$ cat config.mk
export PLATFORM = sky130hd
export DESIGN_NAME = tdm_frame_rx
export DESIGN_NICKNAME = d
export VERILOG_FILES = /design/src/rtl/tdm_rx_pkg.sv /design/src/rtl/lclk_edge_det.sv /design/src/rtl/line_sampler.sv /design/src/rtl/slot_framer.sv /design/src/rtl/tdm_frame_rx.sv
export SDC_FILE = /design/constraint.sdc
export NUM_CORES = 1
export LEC_CHECK = 0
export BUFFER_PORTS_ARGS = -buffer_cell sky130_fd_sc_hd__buf_2
export CORE_MARGIN = 4
export CORE_UTILIZATION = 50
export DETAILED_ROUTE_END_ITERATION = 8
export GPL_ROUTABILITY_DRIVEN = 0
export PLACE_DENSITY_LB_ADDON = 0.15
export SETUP_SLACK_MARGIN = 0.15
export SKIP_CTS_REPAIR_TIMING = 1
export SLEW_MARGIN = 20
export SYNTH_ARGS = -nofsm -noshare
export SYNTH_HDL_FRONTEND = slang
export SYNTH_SLANG_ARGS = --single-unit
$ cat constraint.sdc
create_clock -name clk -period 2.3 [get_ports clk]
set_input_delay 0.23 -clock clk [delete_from_list [all_inputs] [get_ports clk]]
set_output_delay 0.23 -clock clk [all_outputs]
set_load 0.005 [all_outputs]
$ cat src/rtl/tdm_rx_pkg.sv
package tdm_rx_pkg;

    localparam int SLOT_BITS = 8;
    localparam int BIT_W     = $clog2(SLOT_BITS);

    // bit 1: sync edge, bit 0: data edge; 0 = rising, 1 = falling
    typedef enum logic [1:0] {
        EDGE_SR_DR = 2'b00,
        EDGE_SR_DF = 2'b01,
        EDGE_SF_DR = 2'b10,
        EDGE_SF_DF = 2'b11
    } edge_cfg_e;

    typedef enum logic {
        ST_HUNT = 1'b0,
        ST_RUN  = 1'b1
    } framer_state_e;

endpackage

$ cat src/rtl/lclk_edge_det.sv
module lclk_edge_det #(
    parameter int STAGES = 2
) (
    input  logic clk,
    input  logic rst_n,
    input  logic line_clk,
    input  logic line_sync,
    input  logic line_data,
    output logic rise_evt,
    output logic fall_evt,
    output logic sync_s,
    output logic data_s
);

    logic [STAGES-1:0] clk_sr;
    logic [STAGES-1:0] syn_sr;
    logic [STAGES-1:0] dat_sr;
    logic              clk_last;

    for (genvar g = 0; g < STAGES; g++) begin : g_stage
        if (g == 0) begin : g_first
            always_ff @(posedge clk or negedge rst_n) begin
                if (!rst_n) begin
                    clk_sr[g] <= 1'b0;
                    syn_sr[g] <= 1'b0;
                    dat_sr[g] <= 1'b0;
                end else begin
                    clk_sr[g] <= line_clk;
                    syn_sr[g] <= line_sync;
                    dat_sr[g] <= line_data;
                end
            end
        end else begin : g_next
            always_ff @(posedge clk or negedge rst_n) begin
                if (!rst_n) begin
                    clk_sr[g] <= 1'b0;
                    syn_sr[g] <= 1'b0;
                    dat_sr[g] <= 1'b0;
                end else begin
                    clk_sr[g] <= clk_sr[g-1];
                    syn_sr[g] <= syn_sr[g-1];
                    dat_sr[g] <= dat_sr[g-1];
                end
            end
        end
    end

    always_ff @(posedge clk or negedge rst_n) begin
        if (!rst_n) clk_last <= 1'b0;
        else        clk_last <= clk_sr[STAGES-1];
    end

    assign rise_evt = clk_sr[STAGES-1] & ~clk_last;
    assign fall_evt = ~clk_sr[STAGES-1] & clk_last;
    assign sync_s   = syn_sr[STAGES-1];
    assign data_s   = dat_sr[STAGES-1];

endmodule

$ cat src/rtl/line_sampler.sv
module line_sampler
    import tdm_rx_pkg::*;
(
    input  logic       clk,
    input  logic       rst_n,
    input  logic [1:0] edge_sel,
    input  logic       rise_evt,
    input  logic       fall_evt,
    input  logic       sync_s,
    input  logic       data_s,
    output logic       bit_evt,
    output logic       bit_val,
    output logic       bit_mark
);

    edge_cfg_e cfg;
    logic      sync_evt;
    logic      sync_prev;
    logic      sync_hit;
    logic      pend;

    assign cfg      = edge_cfg_e'(edge_sel);
    assign sync_evt = cfg[1] ? fall_evt : rise_evt;
    assign bit_evt  = cfg[0] ? fall_evt : rise_evt;
    assign bit_val  = data_s;
    assign sync_hit = sync_evt & sync_s & ~sync_prev;
    assign bit_mark = bit_evt & (pend | sync_hit);

    always_ff @(posedge clk or negedge rst_n) begin
        if (!rst_n) begin
            sync_prev <= 1'b0;
            pend      <= 1'b0;
        end else begin
            if (sync_evt) sync_prev <= sync_s;
            if (bit_evt)       pend <= 1'b0;
            else if (sync_hit) pend <= 1'b1;
        end
    end

endmodule

$ cat src/rtl/slot_framer.sv
module slot_framer
    import tdm_rx_pkg::*;
#(
    parameter int MAX_SLOTS = 128,
    localparam int IDX_W    = $clog2(MAX_SLOTS)
) (
    input  logic                 clk,
    input  logic                 rst_n,
    input  logic [IDX_W-1:0]     nslots_m1,
    input  logic                 bit_evt,
    input  logic                 bit_val,
    input  logic                 bit_mark,
    output logic                 slot_vld,
    output logic [SLOT_BITS-1:0] slot_data,
    output logic [IDX_W-1:0]     slot_idx,
    output logic                 slot_sof,
    output logic                 frm_err
);

    framer_state_e        state, state_nx;
    logic [BIT_W-1:0]     bit_cnt;
    logic [IDX_W-1:0]     slot_cnt;
    logic [SLOT_BITS-2:0] shreg;
    logic                 at_bound;
    logic                 last_bit;

    assign at_bound = (bit_cnt == '0) && (slot_cnt == '0);
    assign last_bit = (bit_cnt == BIT_W'(SLOT_BITS - 1));

    always_ff @(posedge clk or negedge rst_n) begin
        if (!rst_n) state <= ST_HUNT;
        else        state <= state_nx;
    end

    always_comb begin
        state_nx = state;
        unique case (state)
            ST_HUNT: if (bit_evt && bit_mark)             state_nx = ST_RUN;
            ST_RUN:  if (bit_evt && !bit_mark && at_bound) state_nx = ST_HUNT;
            default: state_nx = ST_HUNT;
        endcase
    end

    always_ff @(posedge clk or negedge rst_n) begin
        if (!rst_n) begin
            bit_cnt   <= '0;
            slot_cnt  <= '0;
            shreg     <= '0;
            slot_vld  <= 1'b0;
            slot_data <= '0;
            slot_idx  <= '0;
            slot_sof  <= 1'b0;
            frm_err   <= 1'b0;
        end else begin
            slot_vld <= 1'b0;
            if (bit_evt) begin
                unique case (state)
                    ST_HUNT: begin
                        if (bit_mark) begin
                            shreg    <= {shreg[SLOT_BITS-3:0], bit_val};
                            bit_cnt  <= BIT_W'(1);
                            slot_cnt <= '0;
                        end
                    end
                    ST_RUN: begin
                        if (bit_mark && !at_bound) begin
                            frm_err  <= 1'b1;
                            shreg    <= {shreg[SLOT_BITS-3:0], bit_val};
                            bit_cnt  <= BIT_W'(1);
                            slot_cnt <= '0;
                        end else if (!bit_mark && at_bound) begin
                            frm_err  <= 1'b1;
                        end else begin
                            shreg   <= {shreg[SLOT_BITS-3:0], bit_val};
                            bit_cnt <= bit_cnt + 1'b1;
                            if (last_bit) begin
                                slot_vld  <= 1'b1;
                                slot_data <= {shreg, bit_val};
                                slot_idx  <= slot_cnt;
                                slot_sof  <= (slot_cnt == '0);
                                if (slot_cnt >= nslots_m1) slot_cnt <= '0;
                                else                       slot_cnt <= slot_cnt + 1'b1;
                            end
                        end
                    end
                    default: ;
                endcase
            end
        end
    end

endmodule

$ cat src/rtl/tdm_frame_rx.sv
module tdm_frame_rx
    import tdm_rx_pkg::*;
#(
    parameter int MAX_SLOTS   = 128,
    parameter int SYNC_STAGES = 2,
    localparam int IDX_W      = $clog2(MAX_SLOTS)
) (
    input  logic                 clk,
    input  logic                 rst_n,
    input  logic [1:0]           edge_sel,
    input  logic [IDX_W-1:0]     nslots_m1,
    input  logic                 line_clk,
    input  logic                 line_sync,
    input  logic                 line_data,
    output logic                 slot_vld,
    output logic [SLOT_BITS-1:0] slot_data,
    output logic [IDX_W-1:0]     slot_idx,
    output logic                 slot_sof,
    output logic                 frm_err
);

    logic rise_evt, fall_evt, sync_s, data_s;
    logic bit_evt, bit_val, bit_mark;

    lclk_edge_det #(.STAGES(SYNC_STAGES)) u_edge (
        .clk       (clk),
        .rst_n     (rst_n),
        .line_clk  (line_clk),
        .line_sync (line_sync),
        .line_data (line_data),
        .rise_evt  (rise_evt),
        .fall_evt  (fall_evt),
        .sync_s    (sync_s),
        .data_s    (data_s)
    );

    line_sampler u_samp (
        .clk      (clk),
        .rst_n    (rst_n),
        .edge_sel (edge_sel),
        .rise_evt (rise_evt),
        .fall_evt (fall_evt),
        .sync_s   (sync_s),
        .data_s   (data_s),
        .bit_evt  (bit_evt),
        .bit_val  (bit_val),
        .bit_mark (bit_mark)
    );

    slot_framer #(.MAX_SLOTS(MAX_SLOTS)) u_frm (
        .clk       (clk),
        .rst_n     (rst_n),
        .nslots_m1 (nslots_m1),
        .bit_evt   (bit_evt),
        .bit_val   (bit_val),
        .bit_mark  (bit_mark),
        .slot_vld  (slot_vld),
        .slot_data (slot_data),
        .slot_idx  (slot_idx),
        .slot_sof  (slot_sof),
        .frm_err   (frm_err)
    );

endmodule

==> flow_metrics.env, run 1 <==
export IMPL_insertion_delay_ps=300
export IMPL_viasPerCell=5.40
export IMPL_grt_pass1_wl_um=7280
export IMPL_synth_warnings=0
export IMPL_fmax_mhz=441
export IMPL_layout_commonest_cell="dfrtp_1"
export IMPL_design_area_um2=2790
export IMPL_drt_initial_drc_count=97
export IMPL_crit_fanout=6
export IMPL_powerDensity_nw_per_um2=1070
export IMPL_r2r_start="u_frm.slot_cnt[2]"
export IMPL_finClkSkew_ps=9.15
export IMPL_min_path_type="primary input to flip-flop"
export IMPL_synth_compound_area_share_pct=14.0
export IMPL_firstDrtPassIters=4
export IMPL_cts_buffers=5
export IMPL_leakagePower_nw=1.40
export IMPL_setup_violations=0
export IMPL_worst_pin_slew_ps=567
export IMPL_drive_gt1_share_pct=40.9
export IMPL_die_h_um=73.2
export IMPL_cts_sinks=45
export IMPL_via_count=1630
export IMPL_cap_violations=0
export IMPL_cp_arrival_ps=2490
export IMPL_min_delay_start="line_sync"
export IMPL_crit_path_start="u_frm.slot_cnt[2]"
export IMPL_syn_area_um2=2130
export IMPL_seq_area_frac_synth_pct=52.9
export IMPL_power_mw=2.97
export IMPL_grt_pass1_vias=1602
export IMPL_antenna_left=0
export IMPL_worst_setup_path_end_kind="flip-flop"
export IMPL_synth_area_per_cell_um2=11.3
export IMPL_ys_types=36
export IMPL_start_util_pct=52.4
export IMPL_r2r_cells=8
export IMPL_io_pins=32
export IMPL_place_hpwl_um=3250
export IMPL_crit_end="u_frm.slot_cnt[5]"
export IMPL_dpl_cell_area_um2=2510
export IMPL_holdWs_ps=41.4
export IMPL_finalWirelength_um=4680
export IMPL_synthMuxAreaShare_pct=8.41
export IMPL_clk_transition_reported_paths_ps=80
export IMPL_layout_setup_ws_ps=33.0
export IMPL_fp_coreArea_um2=4060
export IMPL_slew_viol_final=0
export IMPL_die_x_um=73.2
export IMPL_finalCritPeriodShare_pct=98.6
export IMPL_status="complete, no violations"
export IMPL_cts_tree="built"
export IMPL_pre_cts_ws_ps=-89.0
export IMPL_antenna_cells=0
export IMPL_antenna_found_initial=0
export IMPL_reg2reg_to="u_frm.slot_cnt[5]"
export IMPL_syn_nets=217
export IMPL_max_slew_margin_pct=62.2
export IMPL_synth_seq_cells=45
export IMPL_path_class="flip-flop to flip-flop"
export IMPL_die_area_um2=5360
export IMPL_drt_wirelength_per_cell_um=15.5
export IMPL_synth_top_family_by_area="compound AO/OA/AOI/OAI gates"
export IMPL_num_fill_cells=290
export IMPL_synth_xor_xnor_area_share_pct=0
export IMPL_htree_levels=2
export IMPL_num_nets_final=280
export IMPL_synth_fa_ha_area_share_pct=8.24
export IMPL_reg2reg_slack_ps=30
export IMPL_portBuffers=31
export IMPL_grt_max_degree=46
export IMPL_cts_root_buf="clkbuf_8"
export IMPL_required_ps=2520
export IMPL_period_minus_slack_ps=2270
export IMPL_grt_overflow_total=0
export IMPL_final_cell_mix="dfrtp_1 (44), buf_2 (30), buf_4 (28)"
export IMPL_cp_start_kind="flip-flop"
export IMPL_drcViolationCount=0
export IMPL_area_growth_pct=31.2
export IMPL_vdd_ir_drop_max_mv=0.633
export IMPL_rows=23
export IMPL_gr_usage_all_layers_pct=17.6
export IMPL_rsz0062_at_grt="yes"
export IMPL_hold_viol_final=0
export IMPL_synth_simple_area_share_pct=11.7
export IMPL_tns_ps=0
export IMPL_cts_buffer_depth=2
export IMPL_syn_inst=189
## cell type report
cell class	count	area, µm²	area share (%)
flip-flops and latches	45	1130	40.4
multi-input cells	119	1010	36.1
repair buffers	61	415	14.9
inverters	20	75.1	2.69
clock buffers	5	68.8	2.47
well taps	50	62.6	2.24
clock inverters	2	35.0	1.26
## worst max-delay path, stage by stage, from the launching register on
cell	delay [ps]
dfrtp_1	410
nor4_2	310
nand4_1	190
ha_2	220
nand2b_4	150
a211oi_2	150
o21a_1	170
or3b_4	450
o22ai_2	130
## logic make-up after synthesis
family,count (synthesis)
buffers and inverters,25
flip-flops,45
AND/OR/NAND/NOR,49
multiplexers,16
AO/OA/AOI/OAI,40
adder cells (fa/ha/maj),14
## state kept, by name, summed over array words and instances (netlist names), 2 cells and up
name / count
u_edge.clk_sr: 2
u_frm.slot_data: 8
u_frm.slot_cnt: 7
u_frm.shreg: 7
u_frm.bit_cnt: 3
u_frm.slot_idx: 7
## layer usage
layer | share of wire, % | track usage [%] | up-vias
met5 | 0 | 0 | -
met4 | 1.9 | 6.35 | 0
met3 | 5.5 | 4.82 | 9
met2 | 51 | 29.2 | 48
met1 | 42 | 21.9 | 788
li1 | - | - | 785
## how the worst min path moves through the flow
stage                            end  cells after the start
floorplan            u_edge.clk_last                      0
global placement       u_edge.sync_s                      0
detailed placement  u_edge.syn_sr[0]                      1
CTS                 u_edge.syn_sr[0]                      1
global route        u_edge.syn_sr[0]                      1
finish              u_edge.syn_sr[0]                      1
## through the flow
| step | cells | util (%) |
|---|---|---|
| after floorplan | 189 | - |
| after global placement | 286 | 61.9 |
| after detailed placement | 286 | 61.9 |
| after CTS | 293 | 64.4 |
| after global routing | 302 | 68.8 |
| final | 302 | 68.8 |
## power breakdown
group / total (mW) / leakage, nW / switching [mW] / internal [mW]
Clock: 0.575 / 0.0540 / 0.259 / 0.316
Combinational: 1.25 / 0.770 / 0.612 / 0.639
Sequential: 1.15 / 0.580 / 0.148 / 0.998
## cells in the mapped netlist
cell type	count	share of area, %
ha_1	14	8.2
nand2_1	18	3.2
a21o_1	1	0.35
buf_4	1	0.35
o21ai_0	14	3.3
nand3_1	5	1.2
o31ai_1	2	0.71
o21ai_1	1	0.24
a31oi_1	1	0.29
o21a_1	1	0.35
nand4_1	4	1.2
nor2b_1	2	0.59
o21ai_2	1	0.41
a21oi_2	1	0.41
o21bai_1	1	0.35
o2111ai_1	1	0.41
a221oi_1	1	0.41
nor2_1	5	0.88
mux2i_1	1	0.47
nor3_1	3	0.71
o22ai_2	5	2.9
o22ai_1	1	0.29
a41oi_1	1	0.41
nor4b_1	1	0.41
nand2b_1	6	1.8
dfrtp_1	45	53
o31ai_2	1	0.59
a211oi_1	6	2.1
inv_1	20	3.5
a211o_1	1	0.41
nor4_1	1	0.29
or3b_1	2	0.82
mux2_2	15	7.9
nand3b_1	2	0.71
clkbuf_1	2	0.35
buf_2	2	0.47
Power figures use the tool's default switching activity.
==> run 2, diff against run 1 <==
Settings changed: GPL_ROUTABILITY_DRIVEN 0 to unset, GPL_TIMING_DRIVEN set to 0.
==> flow_metrics.env, run 2 (synthesis gave the netlist of run 1 again) <==
export IMPL_cts_sinks=45
export IMPL_finalCritPeriodShare_pct=104
export IMPL_powerDensity_nw_per_um2=1040
export IMPL_finalWirelength_um=4480
export IMPL_period_minus_slack_ps=2390
export IMPL_design_area_um2=2700
export IMPL_grt_pass1_wl_um=7160
export IMPL_viasPerCell=5.45
export IMPL_setup_violations=8
export IMPL_gr_usage_all_layers_pct=17.5
export IMPL_insertion_delay_ps=300
export IMPL_num_nets_final=270
export IMPL_cts_root_buf="clkbuf_8"
export IMPL_firstDrtPassIters=4
export IMPL_p_switching_mw=0.998
export IMPL_area_growth_pct=27.0
export IMPL_min_path_type="primary input to flip-flop"
export IMPL_max_slew_margin_pct=63.6
export IMPL_pwr_share_seq_pct=43.3
export IMPL_hold_viol_final=0
export IMPL_fp_coreArea_um2=4060
export IMPL_grt_overflow_total=0
export IMPL_place_hpwl_um=3150
export IMPL_tns_ps=-541
export IMPL_crit_path_max_incr_delay_ps=460
export IMPL_grt_pass1_vias=1514
export IMPL_vdd_ir_drop_max_mv=0.642
export IMPL_top_register="u_frm.slot_data"
export IMPL_dpl_cell_area_um2=2380
export IMPL_htree_levels=2
export IMPL_path_class="flip-flop to flip-flop"
export IMPL_antenna_found_initial=0
export IMPL_place_congestion=0.804
export IMPL_path_cells="nor4_4 > nand4_1 > ha_2 > nand2b_4 > a211oi_2 > o21a_2 > or3b_1 > buf_6 > o21ai_2"
export IMPL_cts_buffer_depth=2
export IMPL_reg2reg_slack_ps=-90
export IMPL_layout_setup_ws_ps=-89.6
export IMPL_cpMaxStageDelayCell="dfrtp_2"
export IMPL_slew_viol_final=0
export IMPL_internal_power_mw=1.81
export IMPL_crit_fanout=6
export IMPL_rsz0062_at_grt="yes"
export IMPL_portBuffers=31
export IMPL_power_mw=2.81
export IMPL_finClkSkew_ps=4.99
export IMPL_cap_violations=0
export IMPL_antenna_cells=0
export IMPL_via_count=1596
export IMPL_leakagePower_nw=1.33
export IMPL_cp_arrival_ps=2620
export IMPL_drt_initial_drc_count=77
export IMPL_antenna_left=0
export IMPL_largest_reg_flops=8
export IMPL_die_area_um2=5360
export IMPL_switching_share_pct=35.6
export IMPL_drt_wirelength_per_cell_um=15.3
export IMPL_fin_util_pct=66.6
export IMPL_required_ps=2530
export IMPL_violations="negative setup slack"
export IMPL_die_h_um=73.2
export IMPL_io_pins=32
export IMPL_final_cell_mix="dfrtp_1 (40), buf_2 (31), inv_1 (19)"
export IMPL_power_frac_clock_pct=22.1
export IMPL_die_x_um=73.2
export IMPL_layout_commonest_cell="dfrtp_1"
export IMPL_drive_gt1_share_pct=41.2
export IMPL_comb_power_share_pct=34.6
export IMPL_cts_buffers=5
export IMPL_clk_transition_reported_paths_ps=90
export IMPL_drcViolationCount=0
export IMPL_cts_tree="built"
export IMPL_worst_pin_slew_ps=545
export IMPL_fmax_mhz=418
export IMPL_grt_max_degree=46
export IMPL_status="finished, violations left"
export IMPL_start_util_pct=52.4
export IMPL_rows=23
export IMPL_cp_start_kind="flip-flop"
export IMPL_worst_setup_path_end_kind="flip-flop"
run 2: cell type report:
class / count / area (µm²)
Fill cell: 335 / 1360
Sequential cell: 45 / 1130
Multi-Input combinational cell: 119 / 973
Timing Repair Buffer: 46 / 288
Inverter: 20 / 75.1
Clock buffer: 5 / 68.8
Tap cell: 50 / 62.6
Buffer: 5 / 53.8
Clock inverter: 3 / 47.5
run 2: worst max-delay path: cells and delay by family (launching register included):
family                   cells  cell delay [ps]
flip-flops                   1              460
AO/OA/AOI/OAI                3              440
AND/OR/NAND/NOR              4             1050
adder cells (fa/ha/maj)      1              230
buffers and inverters        1              150
run 2: power groups by stage:
stage	Clock (mW)	Combinational, mW	Sequential [mW]
3_5_place_dp	0	0.844	1.20
5_1_grt	0.667	1.09	1.24
4_1_cts	0.633	0.848	1.19
2_1_floorplan	0	0.601	1.16
6_report	0.620	0.971	1.22
3_3_place_gp	0	0.795	1.19
run 2: layer usage:
metal  global-route usage, %  share of wire [%]  vias to the layer above
met3                    4.27                4.1                        9
met5                       0                  0                        -
met4                    7.38                2.1                        0
met2                    27.6                 49                       33
li1                        -                  -                      766
met1                    23.1                 45                      788
run 2: path summary, 6_finish.rpt:
check / startpoint / endpoint / depth (start not counted)
setup / recovery: u_frm.slot_cnt[2] / u_frm.slot_cnt[0] / 9
hold / removal: line_sync / u_edge.syn_sr[0] / 1
setup reg to reg: u_frm.slot_cnt[2] / u_frm.slot_cnt[0] / 9
hold reg to reg: u_edge.clk_sr[0] / u_edge.clk_sr[1] / 0
max in group asynchronous: rst_n / u_edge.clk_sr[1] / 2
min in group asynchronous: rst_n / u_frm.bit_cnt[1] / 2
run 2: metrics by stage:
step / setup slack [ps] / hold WS [ps] / cells
global placement: -308 / 333 / 270
finish: -89.6 / 29.5 / 293
detailed placement: -349 / 339 / 270
floorplan: -33.8 / -65.6 / 189
CTS: -378 / 18.3 / 278
global route: -250 / 14.1 / 293
